<file path="src/rtl/rtc_pkg.sv">
package rtc_pkg;

    localparam int DW      = 8;
    localparam int FLD     = 7;
    localparam int ADDR_W  = 3;
    localparam int WR_BIT  = 7;
    localparam int RD_BIT  = 6;
    localparam int OSC_BIT = 7;

    localparam int IDX_SEC   = 0;
    localparam int IDX_MIN   = 1;
    localparam int IDX_HOUR  = 2;
    localparam int IDX_DOW   = 3;
    localparam int IDX_DATE  = 4;
    localparam int IDX_MONTH = 5;
    localparam int IDX_YEAR  = 6;

    typedef logic [FLD-1:0][DW-1:0] tvec_t;

    typedef enum logic [1:0] {
        MS_TRACK   = 2'd0,
        MS_RD_HOLD = 2'd1,
        MS_WR_HOLD = 2'd2,
        MS_RESYNC  = 2'd3
    } mir_state_e;

    function automatic logic [DW-1:0] field_mask(input int f);
        case (f)
            IDX_SEC:   return 8'h7F;
            IDX_MIN:   return 8'h7F;
            IDX_HOUR:  return 8'h3F;
            IDX_DOW:   return 8'h07;
            IDX_DATE:  return 8'h3F;
            IDX_MONTH: return 8'h1F;
            default:   return 8'hFF;
        endcase
    endfunction

    function automatic logic [DW-1:0] field_lo(input int f);
        case (f)
            IDX_DOW, IDX_DATE, IDX_MONTH: return 8'h01;
            default:                      return 8'h00;
        endcase
    endfunction

    function automatic logic [DW-1:0] field_hi(input int f);
        case (f)
            IDX_SEC, IDX_MIN: return 8'h59;
            IDX_HOUR:         return 8'h23;
            IDX_DOW:          return 8'h07;
            IDX_DATE:         return 8'h31;
            IDX_MONTH:        return 8'h12;
            default:          return 8'h99;
        endcase
    endfunction

    // Field whose wrap steps field f; the seconds field is stepped by the tick.
    function automatic int step_src(input int f);
        case (f)
            IDX_MIN:              return IDX_SEC;
            IDX_HOUR:             return IDX_MIN;
            IDX_DOW, IDX_DATE:    return IDX_HOUR;
            IDX_MONTH:            return IDX_DATE;
            IDX_YEAR:             return IDX_MONTH;
            default:              return 0;
        endcase
    endfunction

    function automatic logic [DW-1:0] bcd_inc(input logic [DW-1:0] v);
        if (v[3:0] >= 4'd9)
            return {v[7:4] + 4'd1, 4'd0};
        else
            return {v[7:4], v[3:0] + 4'd1};
    endfunction

    function automatic logic [DW-1:0] last_day(input logic [DW-1:0] mon,
                                               input logic [DW-1:0] yr);
        int mb;
        int yb;
        mb = int'(mon[7:4]) * 10 + int'(mon[3:0]);
        yb = int'(yr[7:4]) * 10 + int'(yr[3:0]);
        if (mb == 2)
            return ((yb % 4) == 0) ? 8'h29 : 8'h28;
        else if (mb == 4 || mb == 6 || mb == 9 || mb == 11)
            return 8'h30;
        else
            return 8'h31;
    endfunction

endpackage

</file>
<file path="src/rtl/rtc_field.sv">
module rtc_field
    import rtc_pkg::*;
#(
    parameter logic [DW-1:0] RST = '0
) (
    input  logic          clk,
    input  logic          rst_n,
    input  logic          step,
    input  logic          load,
    input  logic [DW-1:0] load_val,
    input  logic [DW-1:0] lo,
    input  logic [DW-1:0] hi,
    output logic [DW-1:0] val,
    output logic          wrap
);

    logic at_top;

    assign at_top = (val >= hi);
    assign wrap   = step && at_top;

    always_ff @(posedge clk or negedge rst_n) begin
        if (!rst_n)
            val <= RST;
        else if (load)
            val <= load_val;
        else if (step)
            val <= at_top ? lo : bcd_inc(val);
    end

endmodule

</file>
<file path="src/rtl/rtc_counter.sv">
module rtc_counter
    import rtc_pkg::*;
(
    input  logic  clk,
    input  logic  rst_n,
    input  logic  tick,
    input  logic  osc_we,
    input  logic  osc_val,
    input  logic  load,
    input  tvec_t load_val,
    output tvec_t cnt,
    output logic  osc_stop
);

    logic           adv;
    logic [FLD-1:0] stp;
    logic [FLD-1:0] wrp;
    tvec_t          lo;
    tvec_t          hi;

    always_ff @(posedge clk or negedge rst_n) begin
        if (!rst_n)
            osc_stop <= 1'b1;
        else if (osc_we)
            osc_stop <= osc_val;
    end

    assign adv = tick && !osc_stop;

    for (genvar f = 0; f < FLD; f++) begin : g_fld
        localparam int SRC = step_src(f);

        if (f == IDX_SEC) begin : g_first
            assign stp[f] = adv;
        end else begin : g_chain
            assign stp[f] = wrp[SRC] && !load;
        end

        if (f == IDX_DATE) begin : g_date_hi
            assign hi[f] = last_day(cnt[IDX_MONTH], cnt[IDX_YEAR]);
        end else begin : g_const_hi
            assign hi[f] = field_hi(f);
        end

        assign lo[f] = field_lo(f);

        rtc_field #(
            .RST (field_lo(f))
        ) u_field (
            .clk      (clk),
            .rst_n    (rst_n),
            .step     (stp[f]),
            .load     (load),
            .load_val (load_val[f] & field_mask(f)),
            .lo       (lo[f]),
            .hi       (hi[f]),
            .val      (cnt[f]),
            .wrap     (wrp[f])
        );
    end

endmodule

</file>
<file path="src/rtl/rtc_mirror.sv">
module rtc_mirror
    import rtc_pkg::*;
(
    input  logic              clk,
    input  logic              rst_n,
    input  logic              tick,
    input  logic              ctrl_we,
    input  logic              reg_we,
    input  logic [ADDR_W-1:0] reg_idx,
    input  logic [DW-1:0]     wdata,
    input  tvec_t             cnt,
    output tvec_t             vis,
    output logic              load,
    output mir_state_e        state
);

    mir_state_e state_nxt;
    logic       cap;
    logic       vis_we;
    logic       new_wr;
    logic       new_rd;

    assign new_wr = wdata[WR_BIT];
    assign new_rd = wdata[RD_BIT];

    // State register
    always_ff @(posedge clk or negedge rst_n) begin
        if (!rst_n)
            state <= MS_TRACK;
        else
            state <= state_nxt;
    end

    // Next state
    always_comb begin
        state_nxt = state;
        unique case (state)
            MS_TRACK: begin
                if (ctrl_we && new_wr)
                    state_nxt = MS_WR_HOLD;
                else if (ctrl_we && new_rd)
                    state_nxt = MS_RD_HOLD;
            end
            MS_RD_HOLD: begin
                if (ctrl_we && new_wr)
                    state_nxt = MS_WR_HOLD;
                else if (ctrl_we && !new_rd)
                    state_nxt = MS_RESYNC;
            end
            MS_WR_HOLD: begin
                if (ctrl_we && !new_wr)
                    state_nxt = new_rd ? MS_RD_HOLD : MS_RESYNC;
            end
            MS_RESYNC: begin
                if (ctrl_we && new_wr)
                    state_nxt = MS_WR_HOLD;
                else if (ctrl_we && new_rd)
                    state_nxt = MS_RD_HOLD;
                else if (tick)
                    state_nxt = MS_TRACK;
            end
        endcase
    end

    // Outputs
    always_comb begin
        cap    = 1'b0;
        load   = 1'b0;
        vis_we = 1'b0;
        unique case (state)
            MS_TRACK:   cap = 1'b1;
            MS_RD_HOLD: cap = 1'b0;
            MS_WR_HOLD: begin
                load   = ctrl_we && !new_wr;
                vis_we = reg_we;
            end
            MS_RESYNC:  cap = tick || (ctrl_we && (new_wr || new_rd));
        endcase
    end

    // Visible register set
    always_ff @(posedge clk or negedge rst_n) begin
        if (!rst_n) begin
            for (int f = 0; f < FLD; f++)
                vis[f] <= field_lo(f);
        end else if (cap) begin
            vis <= cnt;
        end else if (vis_we) begin
            for (int f = 0; f < FLD; f++)
                if (reg_idx == ADDR_W'(f))
                    vis[f] <= wdata & field_mask(f);
        end
    end

endmodule

</file>
<file path="src/rtl/rtc_bcd_core.sv">
module rtc_bcd_core
    import rtc_pkg::*;
(
    input  logic              clk,
    input  logic              rst_n,
    input  logic              tick_1hz,
    input  logic              bus_we,
    input  logic [ADDR_W-1:0] bus_addr,
    input  logic [DW-1:0]     bus_wdata,
    output logic [DW-1:0]     bus_rdata
);

    logic              sel_ctrl;
    logic              ctrl_we;
    logic              reg_we;
    logic              osc_we;
    logic [ADDR_W-1:0] idx;
    logic              wr_halt_q;
    logic              rd_halt_q;
    logic              osc_stop;
    logic              cnt_load;
    tvec_t             cnt;
    tvec_t             vis;
    mir_state_e        mir_state;

    assign sel_ctrl = (bus_addr == '0);
    assign idx      = bus_addr - ADDR_W'(1);
    assign ctrl_we  = bus_we && sel_ctrl;
    assign reg_we   = bus_we && !sel_ctrl;
    assign osc_we   = bus_we && (bus_addr == ADDR_W'(IDX_SEC + 1));

    always_ff @(posedge clk or negedge rst_n) begin
        if (!rst_n) begin
            wr_halt_q <= 1'b0;
            rd_halt_q <= 1'b0;
        end else if (ctrl_we) begin
            wr_halt_q <= bus_wdata[WR_BIT];
            rd_halt_q <= bus_wdata[RD_BIT];
        end
    end

    rtc_counter u_cnt (
        .clk      (clk),
        .rst_n    (rst_n),
        .tick     (tick_1hz),
        .osc_we   (osc_we),
        .osc_val  (bus_wdata[OSC_BIT]),
        .load     (cnt_load),
        .load_val (vis),
        .cnt      (cnt),
        .osc_stop (osc_stop)
    );

    rtc_mirror u_mir (
        .clk     (clk),
        .rst_n   (rst_n),
        .tick    (tick_1hz),
        .ctrl_we (ctrl_we),
        .reg_we  (reg_we),
        .reg_idx (idx),
        .wdata   (bus_wdata),
        .cnt     (cnt),
        .vis     (vis),
        .load    (cnt_load),
        .state   (mir_state)
    );

    always_comb begin
        bus_rdata = '0;
        if (sel_ctrl) begin
            bus_rdata[WR_BIT] = wr_halt_q;
            bus_rdata[RD_BIT] = rd_halt_q;
        end else begin
            for (int f = 0; f < FLD; f++)
                if (idx == ADDR_W'(f))
                    bus_rdata = vis[f] & field_mask(f);
            if (idx == ADDR_W'(IDX_SEC))
                bus_rdata[OSC_BIT] = osc_stop;
        end
    end

endmodule

</file>
<file path="config.mk">
export PLATFORM = sky130hd
export DESIGN_NAME = rtc_bcd_core
export DESIGN_NICKNAME = d
export VERILOG_FILES = /design/src/rtl/rtc_pkg.sv /design/src/rtl/rtc_field.sv /design/src/rtl/rtc_counter.sv /design/src/rtl/rtc_mirror.sv /design/src/rtl/rtc_bcd_core.sv
export SDC_FILE = /design/constraint.sdc
export NUM_CORES = 1
export LEC_CHECK = 0
export BUFFER_PORTS_ARGS = -buffer_cell sky130_fd_sc_hd__clkbuf_2
export CORE_MARGIN = 2
export CORE_UTILIZATION = 52
export CTS_CLUSTER_DIAMETER = 30
export DETAILED_ROUTE_END_ITERATION = 12
export HOLD_SLACK_MARGIN = 0.15
export PLACE_DENSITY = 0.69
export SLEW_MARGIN = 20
export SYNTH_ARGS = -nofsm -noshare
export SYNTH_HDL_FRONTEND = slang
export SYNTH_SLANG_ARGS = --single-unit
</file>
<file path="constraint.sdc">
create_clock -name clk -period 5 [get_ports clk]
set_input_delay 0 -clock clk [delete_from_list [all_inputs] [get_ports clk]]
set_output_delay 0 -clock clk [all_outputs]
set_load 0.005 [all_outputs]
</file>
==> results of run 1 <==
==> per-layer routing <==
layer  part of all wire  GRT usage
met4              0.025      0.102
met1               0.45      0.330
met3              0.036     0.0320
met5                  0          0
met2               0.48      0.413
==> cells in the final DEF, fill, tap and decap left out, types with 7 or more instances in the layout <==
cell type,instances
a22oi_1,10
clkbuf_2,21
nor3b_1,7
o21ai_0,76
nand2_1,79
inv_1,41
nor3_1,8
mux2i_1,51
a21oi_1,41
dlygate4sd3_1,11
clkbuf_16,9
nor2_1,39
dfstp_2,7
mux2_2,12
dfrtp_1,96
and3_1,10
nand3_1,23
o22ai_1,10
nand2b_1,8
ha_1,50
==> registers in the layout (all words and copies together), names as in the netlist <==
register	count
u_mir.vis	42
u_cnt.g_fld.u_field.val	56
wr_halt_q	1
rd_halt_q	1
u_cnt.osc_stop	1
u_mir.state	2
==> report_power, final <==
| part | internal [W] | switching, W | leakage (nW) |
|---|---|---|---|
| registers | 0.00104 | 0.000196 | 1.32 |
| logic | 0.000328 | 0.000498 | 1.76 |
| clock network | 0.000415 | 0.000318 | 0.152 |
| total | 0.00178 | 0.00101 | 3.23 |
==> cell type report <==
class	instances	area, um^2	share of cell area
timing repair buffer	37	253	0.0343
inverter	41	154	0.0209
clock inverter	5	56.3	0.00764
tap	172	215	0.0292
multi-input combinational	548	3850	0.523
clock buffer	11	253	0.0343
sequential	103	2590	0.351
==> critical path: stages, from the launching register on <==
cell     delay [ps]
dfrtp_1         550
ha_1            310
ha_1            230
fa_1            560
nor3_1          220
a31oi_1          60
nor4b_1         360
and2_1          180
ha_1            230
nand3_1          60
o21ai_0         120
a211o_2         390
and3_1          190
nand2_2         110
mux2_2          340
==> cells by family (layout without fill, tap and decap cells) <==
kind of cell | after synthesis | count (layout)
and+or+nand+nor | 214 | 214
AOI/OAI and AO/OA | 213 | 213
DFF | 103 | 103
buffers and inverters | 74 | 94
muxes | 63 | 63
adders and majority gates | 52 | 52
xor gates and xnor gates | 6 | 6
==> through the flow <==
stage           util  cells  worst slack [ps]  total power, W
5_1_grt        0.582    917               697         0.00299
3_3_place_gp   0.548    890              1100         0.00202
3_5_place_dp   0.549    890               982         0.00206
4_1_cts        0.582    917               969         0.00280
2_1_floorplan      -    725              1340         0.00183
6_report       0.582    917               968         0.00279
==> how the worst max path moves through the flow <==
stage                                        startpoint  slack (ps)                             to  cells after the start
after CTS                 u_cnt.g_fld[5].u_field.val[7]         970  u_cnt.g_fld[6].u_field.val[4]                     14
final                     u_cnt.g_fld[5].u_field.val[7]         970  u_cnt.g_fld[6].u_field.val[4]                     14
after detailed placement  u_cnt.g_fld[5].u_field.val[7]         980  u_cnt.g_fld[6].u_field.val[4]                     14
after floorplan           u_cnt.g_fld[5].u_field.val[5]        1340  u_cnt.g_fld[6].u_field.val[4]                     13
after global routing      u_cnt.g_fld[5].u_field.val[7]         700  u_cnt.g_fld[6].u_field.val[1]                     14
after global placement    u_cnt.g_fld[5].u_field.val[7]        1100  u_cnt.g_fld[6].u_field.val[7]                     13
==> metrics.md, run 1 <==
| Metric | Value |
|---|---|
| Post-synthesis compound-gate area fraction | 0.202 |
| # nets final | 807 |
| Root Driver | clkbuf_16 |
| Initial DRC count | 393 |
| WL final | 16700 um |
| Clk buf depth | 2 |
| Post-DR wirelength/cell | 18.2 um |
| Setup TNS | 0 ps |
| CP Class | reg -> reg |
| Worst IR Drop VDD | 265 uV |
| Post-Syn Nets | 792 |
| Ys flop type | dfrtp_1 |
| Adder-cell area share of the yosys netlist | 0.0985 |
| Number of hold buffers added after CTS | 11 |
| Syn Area/Cell | 9.32 um^2 |
| Die Footprint | 13900 um^2 |
| DP Area | 6950 um^2 |
| Critical Path AT | 4280 ps |
| Setup-failing EPs final | 0 |
| Yosys cell types | 74 |
| Xor/xnor share of the synthesized area | 0.00778 |
| Async S/R FF share, synth | 1.00 |
| Measured slew at the worst slew-check pin | 920 ps |
| CTS buffer count | 9 |
| Clock latency at the later pin of the worst-skew pair | 350 ps |
| Mapped Area | 6760 um^2 |
| Synthesized flop and latch total | 103 |
| Mux cell area share after synthesis | 0.0956 |
| Gr usage total | 0.249 |
| Vias/cell | 6.08 |
| # port buffers | 22 |
| Io pins | 23 |
| Antenna violations before repair | 0 |
| Sequential area share after synthesis | 0.383 |
| Total congestion overflow | 0 |
| Most frequent cell after synthesis | dfrtp_1 |
| Critical Path Fanout Max | 11 |
| TritonRoute pass-1 iters | 5 |
| Synth Area in Simple Gates | 0.165 |
| Remaining antenna violation count | 0 |
| Die W | 118 um |
| Ratio of cells with drive above 1 in the final layout | 0.114 |
| Worst reg2reg endpoint | u_cnt.g_fld[6].u_field.val[4] |
| Main combinational cell family by area after synthesis | compound AO/OA/AOI/OAI gates |
| Finished Cell Area | 7370 um^2 |
| Kind of end point of the critical path | flop |
| Core Area | 12700 um^2 |
| Worst r2r src | u_cnt.g_fld[5].u_field.val[7] |
| Synth area leaders | dfrtp_1 36%, ha_1 9.3%, mux2i_1 7.6%, o21ai_0 5.6%, nand2_1 4.4% |
| Top post-synthesis cells by count | 96 x dfrtp_1, 79 x nand2_1, 76 x o21ai_0, 51 x mux2i_1, 50 x ha_1 |
| N_diodes | 0 |
| First-pass GRT wire length | 27800 um |
| Yosys warning count | 0 |
| Row count | 41 |
| FILL cells | 1126 |
| Reg clk slew, reported paths | 70 ps |
| Area Overhead vs Synth | 9.11% |
| Die Y-Extent | 118 um |
| CTS tree | yes |
| Final Wtd Congestion | 0.868 |
| PD cells | 378 nW/um^2 |
| Max-slew headroom at the worst pin | 0.385 |
| Pins Over Slew Limit | 0 |
| Fmax | 0.248 GHz |
| Share of Yosys cell area claimed by the top area cell type | 0.356 |
| # clock sinks | 103 |
| Lkg Pwr | 3.23 nW |
| Reg2Reg Setup Slack | 970 ps |
| Worst Hold Class | in -> async |
| Number of synthesized flops with an enable pin | 0 |
| Worst Setup Start Kind | flop |
| RSZ-0062 raised after global routing | false |
| Hold_ws | 155 ps |
| Top cell type by total area after synthesis | dfrtp_1 |
| Final hold violation count | 0 |
| CTS H-tree depth | 3 |
| Fin crit share | 0.806 |
| Req. time, crit path | 5240 ps |
| Vias in the first global route | 5491 |
| Post-CTS Repair Setup Buffers | 0 |
| Initial Util | 0.533 |
| DRC viols | 0 |
| Post-synthesis cell count | 725 |
| Via count | 5575 |
| Post-cts sizing count | 0 |
| R2R depth | 14 |
| Status | completed |
| Max cap viols | 0 |
| Largest net degree at the start of global routing | 65 |
| Minimum clock period | 4030 ps |
| Skew final | 7.06 ps |
| Final HPWL DP | 12000 um |
No activity file was read; power rests on OpenSTA's default activity.
==> run 2: changes to the inputs <==
--- a/config.mk
+++ b/config.mk
@@ -11,7 +11,7 @@
 export CTS_CLUSTER_DIAMETER = 30
 export DETAILED_ROUTE_END_ITERATION = 12
 export HOLD_SLACK_MARGIN = 0.15
-export PLACE_DENSITY = 0.69
+export PLACE_DENSITY = 0.71
 export SLEW_MARGIN = 20
 export SYNTH_ARGS = -nofsm -noshare
 export SYNTH_HDL_FRONTEND = slang
==> constraint.sdc (replaced) <==
create_clock -name clk -period 3.45 [get_ports clk]
set_input_delay 0 -clock clk [delete_from_list [all_inputs] [get_ports clk]]
set_output_delay 0 -clock clk [all_outputs]
set_load 0.005 [all_outputs]
==> run 2 against run 1 <==
Against the previous run:
- the flow now finishes with violations (setup timing)
- sequential power increased by 45%
- hold slack improved by 29 ps
- flip-flop and latch count unchanged
- worst setup slack got worse by 1200 ps
- die area unchanged
- first-iteration DRC count increased by 25%
- clock skew increased by 0.87 ps
- combinational power increased by 50%
- via count increased by 3.7%
- highest routed layer unchanged
==> metrics.md, run 2 (synthesized netlist as in run 1, its figures left out) <==
| Metric | Value |
|---|---|
| Status | finished with violations (was completed) |
| Failing checks | setup timing |
| First-pass GRT wire length | 29000 um (was 27800 um) |
| Worst Setup Start Kind | flop (unchanged) |
| Final hold violation count | 0 (unchanged) |
| Largest net degree at the start of global routing | 85 (was 65) |
| Clk buf depth | 2 (unchanged) |
| TritonRoute pass-1 iters | 5 (unchanged) |
| Via count | 5779 (was 5575) |
| Post-DR wirelength/cell | 18.8 um (was 18.2 um) |
| Worst setup margin | -198 ps (was 968 ps) |
| Critical Path Fanout Max | 6 (was 11) |
| Remaining antenna violation count | 0 (unchanged) |
| Most frequent cells in the layout | 96 x dfrtp_1, 78 x nand2_1, 71 x o21ai_0 (was 96 x dfrtp_1, 79 x nand2_1, 76 x o21ai_0) |
| Die Y-Extent | 118 um (unchanged) |
| Vias in the first global route | 5752 (was 5491) |
| Final HPWL DP | 12200 um (was 12000 um) |
| Metal2 WL | 8440 um (was 8070 um) |
| Most flop-heavy register | u_cnt.g_fld.u_field.val (unchanged) |
| Kind of end point of the critical path | flop (unchanged) |
| Initial Util | 0.533 (unchanged) |
| Total congestion overflow | 0 (unchanged) |
| Minimum clock period | 3650 ps (was 4030 ps) |
| Crit-path cells | ha_4 > ha_4 > fa_2 > nor3_2 > a31oi_2 > nor4b_4 > and2_4 > ha_4 > a21o_1 > a211o_2 > and3_4 > nand2_4 > mux2_4 (was ha_1 > ha_1 > fa_1 > nor3_1 > a31oi_1 > nor4b_1 > and2_1 > ha_1 > nand3_1 > o21ai_0 > a211o_2 > and3_1 > nand2_2 > mux2_2) |
| Finished Cell Area | 7840 um^2 (was 7370 um^2) |
| Post-Place Setup Slack | -150 ps (was 982 ps) |
| Fin crit share | 1.06 (was 0.806) |
| Worst IR Drop VDD | 462 uV (was 265 uV) |
| N_diodes | 0 (unchanged) |
| CTS H-tree depth | 3 (unchanged) |
| # clock sinks | 103 (unchanged) |
| M1 WL | 7980 um (was 7570 um) |
| Register area | 2590 um^2 (unchanged) |
| Initial DRC count | 492 (was 393) |
| CTS buffer count | 9 (unchanged) |
| Top sig layer | met4 (unchanged) |
| Reg clk slew, reported paths | 70 ps (about the same) |
| Ratio of cells with drive above 1 in the final layout | 0.179 (was 0.114) |
| Root Driver | clkbuf_16 (unchanged) |
| Commonest non-fill, non-tap cell in the layout | dfrtp_1 (unchanged) |
| Multi-input logic area | 4100 um^2 (was 3850 um^2) |
| CTS tree | yes (unchanged) |
| Row count | 41 (unchanged) |
| Core Area | 12700 um^2 (unchanged) |
| # nets final | 833 (was 807) |
| Area Overhead vs Synth | 16.0% (was 9.11%) |
| Final Wtd Congestion | 0.886 (was 0.868) |
| Die Footprint | 13900 um^2 (unchanged) |
| CP Class | reg -> reg (unchanged) |
| Measured slew at the worst slew-check pin | 925 ps (was 920 ps) |
| PD cells | 530 nW/um^2 (was 378 nW/um^2) |
| Pins Over Slew Limit | 0 (unchanged) |
| WL final | 17800 um (was 16700 um) |
| Slowest cell on crit path | fa_2 (was fa_1) |
| Max-slew headroom at the worst pin | 0.384 (was 0.385) |
| DP Area | 7160 um^2 (was 6950 um^2) |
| Hold_ws | 184 ps (was 155 ps) |
| Worst Hold Class | in -> reg (was in -> async) |
| Max stage delay on crit path | 550 ps (was 560 ps) |
| RSZ-0062 raised after global routing | true (was false) |
| FILL cells | 1037 (was 1126) |
| Clock latency at the later pin of the worst-skew pair | 360 ps (was 350 ps) |
| Largest registers | u_cnt.g_fld.u_field.val x56, u_mir.vis x42, u_mir.state x2 (unchanged) |
| # port buffers | 22 (unchanged) |
| Critical Path AT | 3890 ps (was 4280 ps) |
| Routed wire length on met3 | 984 um (was 602 um) |
| Io pins | 23 (unchanged) |
| Antenna violations before repair | 0 (unchanged) |
| Gr usage total | 0.260 (was 0.249) |
| Setup-failing EPs final | 22 (was 0) |
| Critical path's top delay family | adder cells (unchanged) |
| Vias/cell | 6.13 (was 6.08) |
| Lkg Pwr | 3.44 nW (was 3.23 nW) |
| Worst path bufs/invs | 0 (unchanged) |
| Die W | 118 um (unchanged) |
| Req. time, crit path | 3690 ps (was 5240 ps) |
| CP most frequent cell | ha_4 (was ha_1) |
| Total power | 0.00415 W (was 0.00279 W) |
| Fmax | 0.274 GHz (was 0.248 GHz) |
| DRC viols | 0 (unchanged) |
| Max cap viols | 0 (unchanged) |
| Skew final | 7.93 ps (was 7.06 ps) |
| Max reg flops | 56 (unchanged) |
## run 2: cell count changes in the layout (fill, tap and decap cells not counted), sizes merged
cell         delta
clkinv          -1
bufinv          +1
buf            +24
dlygate4sd3     +2
## run 2: what timing repair did
action	4_1_cts	5_1_grt
setup endpoints to repair	21	23
buffers inserted	0	1
hold endpoints to repair	107	0
resized for setup	11	29
pin swaps	6	15
hold buffers	13	0
## run 2: through the flow
| stage | setup TNS (ps) | utilization | instances |
|---|---|---|---|
| detailed placement | -1370 | 0.565 | 913 |
| CTS | -173 | 0.606 | 942 |
| floorplan | -104 | - | 725 |
| global placement | -170 | 0.565 | 913 |
| finish | -2300 | 0.619 | 943 |
| global route | -4780 | 0.619 | 943 |
## run 2: report_power, final
group | switching [W] | internal, W
Clock | 0.000472 | 0.000656
Sequential | 0.000282 | 0.00150
Combinational | 0.000744 | 0.000495
Total | 0.00150 | 0.00265
## run 2: per-layer routing
metal	vias up	track usage
li1	2720	-
met1	2862	0.358
met2	169	0.406
met3	28	0.0620
met4	0	0.0806
met5	-	0
## run 2: worst reg2reg max path, stage by stage, from the launching register on
cell and delay, ps:
dfrtp_1 420, ha_4 260, ha_4 170, fa_2 550, nor3_2 180, a31oi_2 70
nor4b_4 370, and2_4 210, ha_4 200, a21o_1 220, a211o_2 330, and3_4 170
nand2_4 80, mux2_4 310
## run 2: path summary, 6_finish.rpt
| kind | start | to | slack, ps | cells after the start |
|---|---|---|---|---|
| max | u_cnt.g_fld[5].u_field.val[5] | u_cnt.g_fld[6].u_field.val[7] | -200 | 13 |
| min | bus_we | u_cnt.osc_stop | 180 | 3 |
| max reg2reg | u_cnt.g_fld[5].u_field.val[5] | u_cnt.g_fld[6].u_field.val[7] | -200 | 13 |
| min reg2reg | u_cnt.g_fld[2].u_field.val[6] | u_cnt.g_fld[2].u_field.val[6] | 500 | 1 |
| max in group asynchronous | rst_n | u_cnt.g_fld[5].u_field.val[0] | 2210 | 3 |
| min in group asynchronous | rst_n | u_cnt.g_fld[5].u_field.val[2] | 330 | 2 |
## run 2: final cells by class
type,instances,area share
sequential,103,0.330
multi-input combinational,548,0.523
clock inverter,5,0.0104
tap,172,0.0275
inverter,41,0.0196
clock buffer,11,0.0310
timing repair buffer,63,0.0587
==> run 3: changes to the inputs <==
--- a/config.mk
+++ b/config.mk
@@ -16,3 +16,4 @@
 export SYNTH_ARGS = -nofsm -noshare
 export SYNTH_HDL_FRONTEND = slang
 export SYNTH_SLANG_ARGS = --single-unit
+export TNS_END_PERCENT = 10
==> run 3 against run 2 <==
Against the previous run:
- the flow still finishes with violations (setup timing)
- hold slack worse by 20 ps
- core utilization down 0.28 points
- maximum frequency up 2.4%
- non-clock buffer count up 2
- first-iteration DRC count up 7.5%
- wire length down 1.3%
- final cell count up 0.21%
- clock power about the same
- die area unchanged
- clock skew up 0.58 ps
- critical path depth up 1
- final area down 0.45%
- critical path type unchanged
==> metrics.md, run 3 (synthesized netlist as in run 1, its figures left out) <==
| Metric | Value |
|---|---|
| PD cells | 531 nW/um^2 (was 530 nW/um^2) |
| Root Driver | clkbuf_16 (unchanged) |
| Placed Cells | 912 (was 913) |
| Worst setup path startpoint | u_cnt.g_fld[5].u_field.val[7] (was u_cnt.g_fld[5].u_field.val[5]) |
| Final hold violation count | 0 (unchanged) |
| CTS H-tree depth | 3 (unchanged) |
| Worst r2r src | u_cnt.g_fld[5].u_field.val[7] (was u_cnt.g_fld[5].u_field.val[5]) |
| Max cap viols | 0 (unchanged) |
| Area Overhead vs Synth | 15.5% (was 16.0%) |
| CP Class | reg -> reg (unchanged) |
| Pins Over Slew Limit | 0 (unchanged) |
| Critical Path AT | 3800 ps (was 3890 ps) |
| Die Y-Extent | 118 um (unchanged) |
| Remaining antenna violation count | 0 (unchanged) |
| N_diodes | 0 (unchanged) |
| Worst reg2reg endpoint | u_cnt.g_fld[6].u_field.val[7] (unchanged) |
| Vias/cell | 6.11 (was 6.13) |
| Minimum clock period | 3560 ps (was 3650 ps) |
| Vias in the first global route | 5627 (was 5752) |
| Kind of end point of the critical path | flop (unchanged) |
| Gr usage total | 0.257 (was 0.260) |
| Total congestion overflow | 0 (unchanged) |
| Max reg flops | 56 (unchanged) |
| Critical Path Stages | 14 (was 13) |
| Row count | 41 (unchanged) |
| First-pass GRT wire length | 28800 um (was 29000 um) |
| Lkg Pwr | 3.44 nW (about the same) |
| Slowest cell on crit path | fa_2 (unchanged) |
| Max stage delay on crit path | 630 ps (was 550 ps) |
| Ratio of cells with drive above 1 in the final layout | 0.172 (was 0.179) |
| Die Footprint | 13900 um^2 (unchanged) |
| Register area | 2590 um^2 (unchanged) |
| Reg2Reg Setup Slack | -110 ps (was -200 ps) |
| Via count | 5776 (was 5779) |
| Final HPWL DP | 12400 um (was 12200 um) |
| Non-filler cells, final | 945 (was 943) |
| Critical path's top delay family | adder cells (unchanged) |
| Most frequent cells in the layout | 96 x dfrtp_1, 78 x nand2_1, 73 x o21ai_0 (was 96 x dfrtp_1, 78 x nand2_1, 71 x o21ai_0) |
| Multi-input logic area | 4050 um^2 (was 4100 um^2) |
| Status | finished with violations (unchanged) |
| CP most frequent cell | ha_4 (unchanged) |
| Commonest non-fill, non-tap cell in the layout | dfrtp_1 (unchanged) |
| Worst IR Drop VDD | 471 uV (was 462 uV) |
| CTS buffer count | 9 (unchanged) |
| Failing checks | setup timing (unchanged) |
| Largest net degree at the start of global routing | 85 (unchanged) |
| Antenna violations before repair | 0 (unchanged) |
| TritonRoute pass-1 iters | 5 (unchanged) |
| Core Area | 12700 um^2 (unchanged) |
| Worst setup margin | -111 ps (was -198 ps) |
| Final Wtd Congestion | 0.891 (was 0.886) |
| WL final | 17500 um (was 17800 um) |
| RSZ-0062 raised after global routing | true (unchanged) |
| # port buffers | 22 (unchanged) |
| Fin crit share | 1.03 (was 1.06) |
| Most flop-heavy register | u_cnt.g_fld.u_field.val (unchanged) |
| R2R depth | 14 (was 13) |
| Initial Util | 0.533 (unchanged) |
| Clk buf depth | 2 (unchanged) |
| Crit-path cells | ha_4 > ha_4 > fa_2 > nand3_2 > o21ai_2 > o2111ai_2 > o31ai_4 > and2_4 > ha_4 > a21o_1 > a211o_4 > and3_4 > nand2_4 > mux2_4 (was ha_4 > ha_4 > fa_2 > nor3_2 > a31oi_2 > nor4b_4 > and2_4 > ha_4 > a21o_1 > a211o_2 > and3_4 > nand2_4 > mux2_4) |
| Worst Hold Class | in -> async (was in -> reg) |
| Req. time, crit path | 3690 ps (about the same) |
| Skew final | 8.51 ps (was 7.93 ps) |
| Die W | 118 um (unchanged) |
| Measured slew at the worst slew-check pin | 895 ps (was 925 ps) |
| FILL cells | 1038 (was 1037) |
| Worst path bufs/invs | 0 (unchanged) |
| Max-slew headroom at the worst pin | 0.401 (was 0.384) |
| DRC viols | 0 (unchanged) |
| Setup TNS | -521 ps (was -2300 ps) |
| Setup crit end | u_cnt.g_fld[6].u_field.val[7] (unchanged) |
| CTS tree | yes (unchanged) |
| Critical Path Fanout Max | 6 (unchanged) |
| Initial DRC count | 529 (was 492) |
| Worst Setup Start Kind | flop (unchanged) |
| # clock sinks | 103 (unchanged) |
| Setup-failing EPs final | 11 (was 22) |
| Reg clk slew, reported paths | 70 ps (about the same) |
| Io pins | 23 (unchanged) |
| Clock latency at the later pin of the worst-skew pair | 360 ps (about the same) |
| Largest registers | u_cnt.g_fld.u_field.val x56, u_mir.vis x42, u_mir.state x2 (unchanged) |
| Fmax | 0.281 GHz (was 0.274 GHz) |
| # nets final | 835 (was 833) |
| Post-DR wirelength/cell | 18.6 um (was 18.8 um) |
run 3: changes by cell type in the layout (fill, tap and decap cells not counted), sizes merged:
| cell | before | now |
|---|---|---|
| clkbuf | 32 | 31 |
| clkinv | 2 | 0 |
| inv | 41 | 43 |
| buf | 29 | 31 |
| clkinvlp | 1 | 2 |
run 3: per-stage QoR:
step	area [um^2]	setup slack [ps]	hold WS, ps	power, W	utilization
2_1_floorplan	6800	-32.6	-296	0.00265	-
3_3_place_gp	7150	-62.8	15.4	0.00293	0.564
3_5_place_dp	7150	-141	22.1	0.00299	0.564
4_1_cts	7710	-81.1	152	0.00415	0.608
5_1_grt	7800	-227	163	0.00442	0.616
6_report	7800	-111	164	0.00414	0.616
run 3: worst reg2reg max path: stages, from the launching register on:
cell	delay, ps
dfrtp_1	410
ha_4	250
ha_4	160
fa_2	630
nand3_2	100
o21ai_2	90
o2111ai_2	160
o31ai_4	110
and2_4	200
ha_4	200
a21o_1	200
a211o_4	360
and3_4	170
nand2_4	80
mux2_4	310
run 3: timing repair:
action                                 4_1_cts  5_1_grt
pin swaps                                   15       12
buffers inserted                             2        2
resized for setup                           17       12
hold buffers                                13        0
endpoints found under the hold margin       84        0
setup endpoints to repair                   21       23
run 3: worst min path at each step:
stage | slack (ps) | endpoint
final | 160 | u_cnt.g_fld[5].u_field.val[1]
after detailed placement | 20 | u_cnt.g_fld[5].u_field.val[1]
after global routing | 160 | u_cnt.osc_stop
after floorplan | -300 | rd_halt_q
after CTS | 150 | u_cnt.osc_stop
after global placement | 20 | u_cnt.g_fld[5].u_field.val[2]
run 3: routing by layer:
layer | up-vias | track usage | wire length (um)
met1 | 2867 | 0.360 | 8190
met2 | 171 | 0.403 | 8140
li1 | 2714 | - | -
met5 | - | 0 | 0
met3 | 24 | 0.0562 | 871
met4 | 0 | 0.0730 | 337
run 3: where the power goes:
part | leakage [nW] | internal [W] | switching (W)
registers | 1.32 | 0.00150 | 0.000293
logic | 1.98 | 0.000486 | 0.000740
clock network | 0.150 | 0.000642 | 0.000482
run 3: cell type report:
type,count,area share
sequential,103,0.331
tap,172,0.0276
inverter,41,0.0197
multi-input combinational,548,0.520
clock buffer,10,0.0293
clock inverter,6,0.0119
timing repair buffer,65,0.0605
